File: src/rtl/pmc_pkg.sv
package pmc_pkg;

  // Source of a counter's increment
  typedef enum logic [1:0] {
    SRC_PROG = 2'd0,   // event chosen by the event-select field
    SRC_INST = 2'd1,   // always completed instructions
    SRC_CYC  = 2'd2    // always cycles
  } src_e;

  // Event codes understood by the programmable counters
  localparam logic [7:0] EVT_INST = 8'h02;
  localparam logic [7:0] EVT_CYC  = 8'h1E;

  // Control register bit positions
  localparam int unsigned CTRL_EN_FIRST = 0;
  localparam int unsigned CTRL_EN_REST  = 1;

endpackage

File: src/rtl/pmc_counter.sv
module pmc_counter
  import pmc_pkg::*;
#(
  parameter int   CNT_W  = 32,
  parameter int   INST_W = 2,
  parameter int   EVT_W  = 8,
  parameter src_e SRC    = SRC_PROG
) (
  input  logic              clk,
  input  logic              rst,
  input  logic [EVT_W-1:0]  evt_sel,
  input  logic              cyc_tick,
  input  logic [INST_W-1:0] inst_cnt,
  input  logic              wr_hit,
  input  logic [CNT_W-1:0]  wr_data,
  output logic [CNT_W-1:0]  value,
  output logic              negative
);

  logic [CNT_W-1:0] step;

  generate
    if (SRC == SRC_INST) begin : g_inst
      logic unused_evt;
      assign unused_evt = ^evt_sel;
      assign step = CNT_W'(inst_cnt);
    end else if (SRC == SRC_CYC) begin : g_cyc
      logic unused_evt;
      assign unused_evt = ^evt_sel;
      assign step = CNT_W'(cyc_tick);
    end else begin : g_prog
      always_comb begin
        step = '0;
        if (evt_sel == EVT_W'(EVT_INST)) begin
          step = CNT_W'(inst_cnt);
        end else if (evt_sel == EVT_W'(EVT_CYC)) begin
          step = CNT_W'(cyc_tick);
        end
      end
    end
  endgenerate

  always_ff @(posedge clk) begin
    if (rst) begin
      value <= '0;
    end else if (wr_hit) begin
      value <= wr_data;
    end else begin
      value <= value + step;
    end
  end

  assign negative = value[CNT_W-1];

endmodule

File: src/rtl/pmc_regfile.sv
module pmc_regfile
  import pmc_pkg::*;
#(
  parameter int CNT_W    = 32,
  parameter int NUM_CNT  = 6,
  parameter int ADDR_W   = 3,
  parameter int EVT_W    = 8,
  parameter int NUM_PROG = 4
) (
  input  logic                             clk,
  input  logic                             rst,
  input  logic                             wr_en,
  input  logic [ADDR_W-1:0]                wr_addr,
  input  logic [CNT_W-1:0]                 wr_data,
  input  logic [ADDR_W-1:0]                rd_addr,
  input  logic [NUM_CNT-1:0][CNT_W-1:0]    cnt_vals,
  output logic                             en_first,
  output logic                             en_rest,
  output logic [NUM_PROG-1:0][EVT_W-1:0]   evsel,
  output logic [CNT_W-1:0]                 rd_data
);

  localparam int EVS_W     = NUM_PROG * EVT_W;
  localparam int ADDR_CTRL = 0;
  localparam int ADDR_EVT  = NUM_CNT + 1;

  logic [CNT_W-1:0] rd_next;
  logic [CNT_W-1:0] ctrl_view;

  always_ff @(posedge clk) begin
    if (rst) begin
      en_first <= 1'b0;
      en_rest  <= 1'b0;
      evsel    <= '0;
    end else if (wr_en) begin
      if (wr_addr == ADDR_W'(ADDR_CTRL)) begin
        en_first <= wr_data[CTRL_EN_FIRST];
        en_rest  <= wr_data[CTRL_EN_REST];
      end
      if (wr_addr == ADDR_W'(ADDR_EVT)) begin
        evsel <= wr_data[EVS_W-1:0];
      end
    end
  end

  always_comb begin
    ctrl_view                = '0;
    ctrl_view[CTRL_EN_FIRST] = en_first;
    ctrl_view[CTRL_EN_REST]  = en_rest;
  end

  always_comb begin
    rd_next = '0;
    if (rd_addr == ADDR_W'(ADDR_CTRL)) begin
      rd_next = ctrl_view;
    end else if (rd_addr == ADDR_W'(ADDR_EVT)) begin
      rd_next = CNT_W'(evsel);
    end else begin
      for (int i = 0; i < NUM_CNT; i++) begin
        if (rd_addr == ADDR_W'(i + 1)) begin
          rd_next = cnt_vals[i];
        end
      end
    end
  end

  always_ff @(posedge clk) begin
    if (rst) begin
      rd_data <= '0;
    end else begin
      rd_data <= rd_next;
    end
  end

endmodule

File: src/rtl/pmc_alert.sv
module pmc_alert #(
  parameter int NUM_CNT = 6
) (
  input  logic               clk,
  input  logic               rst,
  input  logic [NUM_CNT-1:0] neg,
  input  logic               en_first,
  input  logic               en_rest,
  output logic               alert
);

  logic first_hit;
  logic rest_hit;

  assign first_hit = en_first & neg[0];
  assign rest_hit  = en_rest  & (|neg[NUM_CNT-1:1]);

  always_ff @(posedge clk) begin
    if (rst) begin
      alert <= 1'b0;
    end else begin
      alert <= first_hit | rest_hit;
    end
  end

endmodule

File: src/rtl/pmc_bank.sv
module pmc_bank
  import pmc_pkg::*;
#(
  parameter int CNT_W   = 32,
  parameter int NUM_CNT = 6,
  parameter int EVT_W   = 8,
  parameter int INST_W  = 2,
  parameter int ADDR_W  = 3
) (
  input  logic              clk,
  input  logic              rst,
  input  logic              cyc_tick,
  input  logic [INST_W-1:0] inst_cnt,
  input  logic              wr_en,
  input  logic [ADDR_W-1:0] wr_addr,
  input  logic [CNT_W-1:0]  wr_data,
  input  logic [ADDR_W-1:0] rd_addr,
  output logic [CNT_W-1:0]  rd_data,
  output logic              alert
);

  localparam int NUM_PROG = NUM_CNT - 2;

  logic [NUM_CNT-1:0][CNT_W-1:0]  cnt_vals;
  logic [NUM_CNT-1:0]             cnt_neg;
  logic [NUM_CNT-1:0]             wr_hit;
  logic [NUM_PROG-1:0][EVT_W-1:0] evsel;
  logic                           en_first;
  logic                           en_rest;

  always_comb begin
    for (int i = 0; i < NUM_CNT; i++) begin
      wr_hit[i] = wr_en && (wr_addr == ADDR_W'(i + 1));
    end
  end

  genvar gi;
  generate
    for (gi = 0; gi < NUM_CNT; gi++) begin : g_cnt
      if (gi < NUM_PROG) begin : g_prog
        pmc_counter #(
          .CNT_W(CNT_W), .INST_W(INST_W), .EVT_W(EVT_W), .SRC(SRC_PROG)
        ) u_cnt (
          .clk(clk), .rst(rst), .evt_sel(evsel[gi]),
          .cyc_tick(cyc_tick), .inst_cnt(inst_cnt),
          .wr_hit(wr_hit[gi]), .wr_data(wr_data),
          .value(cnt_vals[gi]), .negative(cnt_neg[gi])
        );
      end else begin : g_fixed
        pmc_counter #(
          .CNT_W(CNT_W), .INST_W(INST_W), .EVT_W(EVT_W),
          .SRC((gi == NUM_CNT - 2) ? SRC_INST : SRC_CYC)
        ) u_cnt (
          .clk(clk), .rst(rst), .evt_sel('0),
          .cyc_tick(cyc_tick), .inst_cnt(inst_cnt),
          .wr_hit(wr_hit[gi]), .wr_data(wr_data),
          .value(cnt_vals[gi]), .negative(cnt_neg[gi])
        );
      end
    end
  endgenerate

  pmc_regfile #(
    .CNT_W(CNT_W), .NUM_CNT(NUM_CNT), .ADDR_W(ADDR_W),
    .EVT_W(EVT_W), .NUM_PROG(NUM_PROG)
  ) u_regs (
    .clk(clk), .rst(rst), .wr_en(wr_en), .wr_addr(wr_addr),
    .wr_data(wr_data), .rd_addr(rd_addr), .cnt_vals(cnt_vals),
    .en_first(en_first), .en_rest(en_rest), .evsel(evsel),
    .rd_data(rd_data)
  );

  pmc_alert #(
    .NUM_CNT(NUM_CNT)
  ) u_alert (
    .clk(clk), .rst(rst), .neg(cnt_neg),
    .en_first(en_first), .en_rest(en_rest), .alert(alert)
  );

endmodule

File: config.mk
export PLATFORM = sky130hd
export DESIGN_NAME = pmc_bank
export DESIGN_NICKNAME = d
export VERILOG_FILES = /design/src/rtl/pmc_pkg.sv /design/src/rtl/pmc_counter.sv /design/src/rtl/pmc_regfile.sv /design/src/rtl/pmc_alert.sv /design/src/rtl/pmc_bank.sv
export SDC_FILE = /design/constraint.sdc
export NUM_CORES = 1
export LEC_CHECK = 0
export BUFFER_PORTS_ARGS = -buffer_cell sky130_fd_sc_hd__buf_4
export CORE_MARGIN = 5
export CORE_UTILIZATION = 60
export DETAILED_ROUTE_END_ITERATION = 7
export PLACE_DENSITY = 0.75
export SETUP_SLACK_MARGIN = 0.2
export SYNTH_ARGS = -nofsm -noshare
export SYNTH_HDL_FRONTEND = slang
export SYNTH_SLANG_ARGS = --single-unit
File: constraint.sdc
create_clock -name clk -period 4.3 [get_ports clk]
set_clock_uncertainty 0.05 [all_clocks]
set_input_delay 0.86 -clock clk [delete_from_list [all_inputs] [get_ports clk]]
set_output_delay 0.86 -clock clk [all_outputs]
set_load 0.03 [all_outputs]
Word level (Yosys, flattened, before mapping):

Index checks and enable logic that the tools add are counted.
W data, S select, Z words.

* input port bits: 44
* register bits after elaboration: 259
* output and inout bits: 33
* logic and storage cells: 80

* add/sub/neg operators: 6
* bitwise gates (word level): 3
* reduce and logical (&&, ||, !) cells: 12
* multiplexer cells: 22
* eq/ne operators: 22

Operator list (count)
* $mux W32: 17
* $add A32 B32 Y32: 4
* $add A32 B1 Y32: 1
* $add A32 B2 Y32: 1
* $eq A8 B2 Y1 const B: 4
* $eq A8 B5 Y1 const B: 4
* $eq A3 B3 Y1 const B: 8
* $eq A3 B2 Y1 const B: 4
* $eq A3 B1 Y1 const B: 2
* $logic_and A1 B1 Y1: 6
* $logic_not A3 Y1: 2
* $reduce_or A5 Y1: 1
* $mux W1: 4
* $reduce_and A2 Y1: 2
* $and A1 B1 Y1: 2
* $mux W2: 1
* $reduce_or A2 Y1: 1
* $or A1 B1 Y1: 1

Depth between registers and ports, before layout:

* word-level depth: 9
* mapped depth: 11
* depth with buffers taken out: 11

Cells and area by module:

From an unflattened synthesis, not the netlist that was laid out.

* cell total of the unflattened synthesis: 1909
* area total of the unflattened synthesis: 15821.4 um^2

By module, submodules not included
* pmc_counter (g_cnt[0].g_prog.u_cnt ...): area each 2018.2 um^2, instances 4, sequential area each 640.6 um^2, cells each 249
* pmc_regfile: area each 3983.8 um^2, instances 1, sequential area each 1321.3 um^2, cells each 465
* pmc_counter (g_cnt[4].g_fixed.u_cnt): area each 1863.0 um^2, instances 1, sequential area each 640.6 um^2, cells each 221
* pmc_counter (g_cnt[5].g_fixed.u_cnt): area each 1771.7 um^2, instances 1, sequential area each 640.6 um^2, cells each 215
* pmc_bank: area each 75.1 um^2, instances 1, sequential area each 0.0 um^2, cells each 7
* pmc_alert: area each 55.1 um^2, instances 1, sequential area each 20.0 um^2, cells each 5

Worst setup path before layout:

Ideal clock, no wire load.

* path kind: input to register
* from: in cyc_tick
* to: reg g_cnt[0].g_prog.u_cnt.value[24]
* arrival time: 3137 ps
* path buffers: 0
* stages: 9
* library setup time: 91 ps
* slack: 1022 ps
* required time: 4159 ps
* cells stage by stage: nand4_1 a21boi_0 ha_1 inv_1 fa_1 nand3b_2 or4_4 or3_1 a311oi_1

* longest elaborated chain between the ends: 4

RTL lines
* start, declared: RTL line pmc_bank.sv:12 `input logic cyc_tick,`
* $mux W1: RTL line pmc_counter.sv:36 `end else if (evt_sel == EVT_W'(EVT_CYC)) begin`
* $mux W32: RTL line pmc_counter.sv:34 `if (evt_sel == EVT_W'(EVT_INST)) begin`
* $add A32 B32 Y32: RTL line pmc_counter.sv:49 `value <= value + step;`
* $mux W32: RTL line pmc_counter.sv:46 `end else if (wr_hit) begin`
* end signal, assigned: RTL line pmc_counter.sv:47 `value <= wr_data;`
* end signal, assigned: RTL line pmc_counter.sv:49
* end, declared: RTL line pmc_counter.sv:16 `output logic [CNT_W-1:0] value,`

No other way between the ends.
A chain may end at the register's enable or synchronous reset.

Worst setup path in the final report:

* from: reg u_regs.evsel[0] in the netlist's numbering
* to: reg g_cnt[0].g_prog.u_cnt.value[24]

* longest elaborated chain between the ends: 5
* elaborated cells between the ends (all ways): 6
* classes of those cells: 1 x add/sub; 2 x eq/ne; 3 x mux

RTL lines
* start, declared: RTL line pmc_regfile.sv:19 `output logic [NUM_PROG-1:0][EVT_W-1:0] evsel,`
* start signal, assigned: RTL line pmc_regfile.sv:41 `evsel <= wr_data[EVS_W-1:0];`
* $eq A8 B5 Y1: RTL line pmc_counter.sv:36
* $mux W1: RTL line pmc_counter.sv:36
* $mux W32 *: RTL line pmc_counter.sv:34
* $add A32 B32 Y32 *: RTL line pmc_counter.sv:49
* $mux W32 *: RTL line pmc_counter.sv:46

Every way passes the cells marked *; elsewhere a longest branch is shown, timed or not.

==> impl_results.md <==
* Core Footprint at 0.02333 mm^2
* Die Height at 163.3 um
* Core Rows at 56
* Crit path launch type: flip-flop
* Clk_lat worst skew at 550 ps
* Fin nets at 1835
* Global-route wire length before repair at 68380 um
* Num Clock Sinks at ~260
* Fmax at 0.2857 GHz
* GR Overflow Total at 0
* Placed insts at 2062
* Largest net degree at the start of global routing at ~150
* Pins Over Slew Limit at 0
* Top Metal Used: met4
* Max clock buf depth at 3
* Total CTS buffers at 29
* Gpl congestion at around 0.97
* CP Max Fanout at 7
* Final cell count without fillers at 2114
* Die area at 0.02668 mm^2
* Drt via density at between 6 and 7
* Fraction of layout instances using a drive strength above 1 at 11.03%
* Net Count, Synth at 1828
* Leak pwr at 5.549 nW
* PwrDens at 367.4 mW/mm^2
* Area Overhead vs Synth at 12.44%
* H-tree depth at 1
* Synthesized instance count at 1767
* Sequential share of the synthesized area at a little under two fifths
* Vias in the first global route at between 10000 and 15000
* Ranking of synthesized cells by area: dfxtp_1 37%, a211oi_1 9.2%, nor2_1 7.1%
* Synth cell types at 50
* Worst slack, placed at 583.0 ps
* Top cell type's share of synthesized area at 36.76%
* DRT antenna net count at 0
* Starting Density at about three fifths
* Total length of routed wires at about 43000 um
* CTS clk-pin slew, worst paths at 70 ps
* Metal1 wirelength at 18820 um
* Cell area after synthesis at approximately 0.014 mm^2
* Measured slew at the worst slew-check pin at 1138 ps
* Max-Cap Viols at 0
* Critical path type: reg2reg
* DR pass1 iterations at 5
* Ys Warns at 0
* Worst path cell trace: nand2b_1, nor4_1, a21boi_0, ha_1, inv_1, fa_1, nand3b_2, or4_4, or3_1, a311oi_1
* Via Count at ~13000
* Residual DRC count at 0
* CP max stage delay at just over 600 ps
* Data arrival, critical path at 3890 ps
* Hold_buf cts at 0
* Pwr Total at between 0.005 and 0.006 W
* Setup ws final at around 800 ps
* Total GRT Usage at 31.95%
* Met2 wire length at 19140 um
* Antenna violations before repair at 0
* Final Setup Violations at 0
* Layout fillers at between 1500 and 2000
* Ys flop type: dfxtp_1
* Top Ports at 77
* Post-synth EDFFs at 0
* Setup TNS at 0 ps
* Root Driver: clkbuf_16
* CTS tree: built
* Die Wd at 163.3 um
* WP data required at about 4700 ps
* Unrepaired setup endpoints after global routing: no
* DP HPWL at 30390 um
* Crit end category: flip-flop
* Min Tclk post-route at 3500 ps
* Syn Area/Cell at 7.983 um^2
* Worst relative slew slack at about a quarter
* Critical path's slowest cell: or4_4
* Fin crit share at 81.41%
* Resize count post-CTS at 0
* Cell taking the most area after synthesis: dfxtp_1
* Class of the worst hold path: reg2reg
* Asr flop ratio synth at 0%
* Final core occ at 67.98%
* Status: finished clean
* Hold Fails Final Rpt at 0
* # diodes at 0
* Synth Register Bits at roughly 260
* DR WL/cell at slightly above 20 um
* Violation count after the first detailed-route iteration at 1381
* Post-CTS Setup Inserts at 0
* # port buffers at 76
* Peak supply drop at 0.3633 mV
* Met3 WL post-DR at 4365 um
-- report_power, final --
| group | switching, W | internal, W | total [W] |
|---|---|---|---|
| logic | 0.000348 | 0.000190 | 0.000538 |
| registers | 0.0000991 | 0.00249 | 0.00259 |
| clock network | 0.00103 | 0.00167 | 0.00270 |
| total | 0.00148 | 0.00435 | 0.00583 |
-- final timing paths --
kind | cells past startpoint | slack, ps | start | to
setup / recovery | 10 | 800 | u_regs.evsel[0] | g_cnt[0].g_prog.u_cnt.value[24]
hold reg to reg | 2 | 420 | u_regs.evsel[1] | u_regs.evsel[1]
hold / removal | 2 | 420 | u_regs.evsel[1] | u_regs.evsel[1]
setup reg to reg | 10 | 800 | u_regs.evsel[0] | g_cnt[0].g_prog.u_cnt.value[24]
-- through the flow --
step | cell area (um^2) | hold slack [ps]
CTS | 15860 | 419.6
global route | 15860 | 444.2
finish | 15860 | 421.0
floorplan | 14110 | 390.8
global placement | 14820 | 402.5
detailed placement | 14820 | 410.8
-- final cells by class --
cell class,count,area [um^2],area share (%)
flip-flops and latches,259,5185,32.69
multi-input cells,1362,8402,52.97
clock buffers,40,847.1,5.341
clock inverters,12,192.7,1.215
well taps,319,399.1,2.517
inverters,26,97.59,0.6153
repair buffers,96,737.0,4.647
-- worst max-delay path, delay by kind of cell (launching register included) --
family                     cells  cell delay, ps
AOI/OAI and AO/OA              2             540
DFF                            1             330
adders and majority gates      2             650
and+or+nand+nor                5            1760
buffers and inverters          1              60
-- flip-flops by register name (all words and copies together), names as in the netlist --
signal / count
u_regs.en_first: 1
u_alert.alert: 1
g_cnt.g_prog.u_cnt.value: 128
u_regs.rd_data: 32
u_regs.evsel: 32
u_regs.en_rest: 1
g_cnt.g_fixed.u_cnt.value: 64
-- cell usage after synthesis, types with 30 or more instances --
library cell  count
nor2_1          265
nand4_1          58
nand2_1         211
xnor2_1          67
xor2_1          107
dfxtp_1         259
nand3_1          68
a21oi_1          48
o21ai_0          72
clkbuf_1        107
nor3_1           32
a221oi_1         30
a211oi_1        173
-- placed cells by master (no fill, tap or decap), types with 8 or more instances in the layout --
cell and n:
nor2_1 264, dfxtp_1 259, nand2_1 209, a211oi_1 173, xor2_1 107, buf_4 94
o21ai_0 72, xnor2_1 67, nand3_1 65, nand4_1 58, a21oi_1 48, nor3_1 32
a221oi_1 30, clkbuf_16 29, mux2_2 28, a22oi_1 27, inv_1 26, and3_1 21
nor4_1 20, and4_1 17, mux2i_1 12, ha_1 12, nor2b_1 10, and2_1 10
nand2b_1 8, clkbuf_8 8
-- layer usage --
| layer | up-vias | global-route usage (%) |
|---|---|---|
| met1 | 6431 | 47.47 |
| met3 | 82 | 4.466 |
| met4 | 0 | 8.273 |
| li1 | 6323 | - |
| met5 | - | 0 |
| met2 | 620 | 48.98 |
-- kinds of logic after synthesis --
kind of cell             count (synthesis)  share of synthesized area, %
AND/OR/NAND/NOR                        759                         25.70
AO/OA/AOI/OAI                          372                         17.98
flip-flops                             259                         36.76
XOR/XNOR                               174                         10.80
buffers and inverters                  146                         3.903
multiplexers                            40                         3.087
adder cells (fa/ha/maj)                 17                         1.774
No activity file was read; power rests on OpenSTA's default activity.
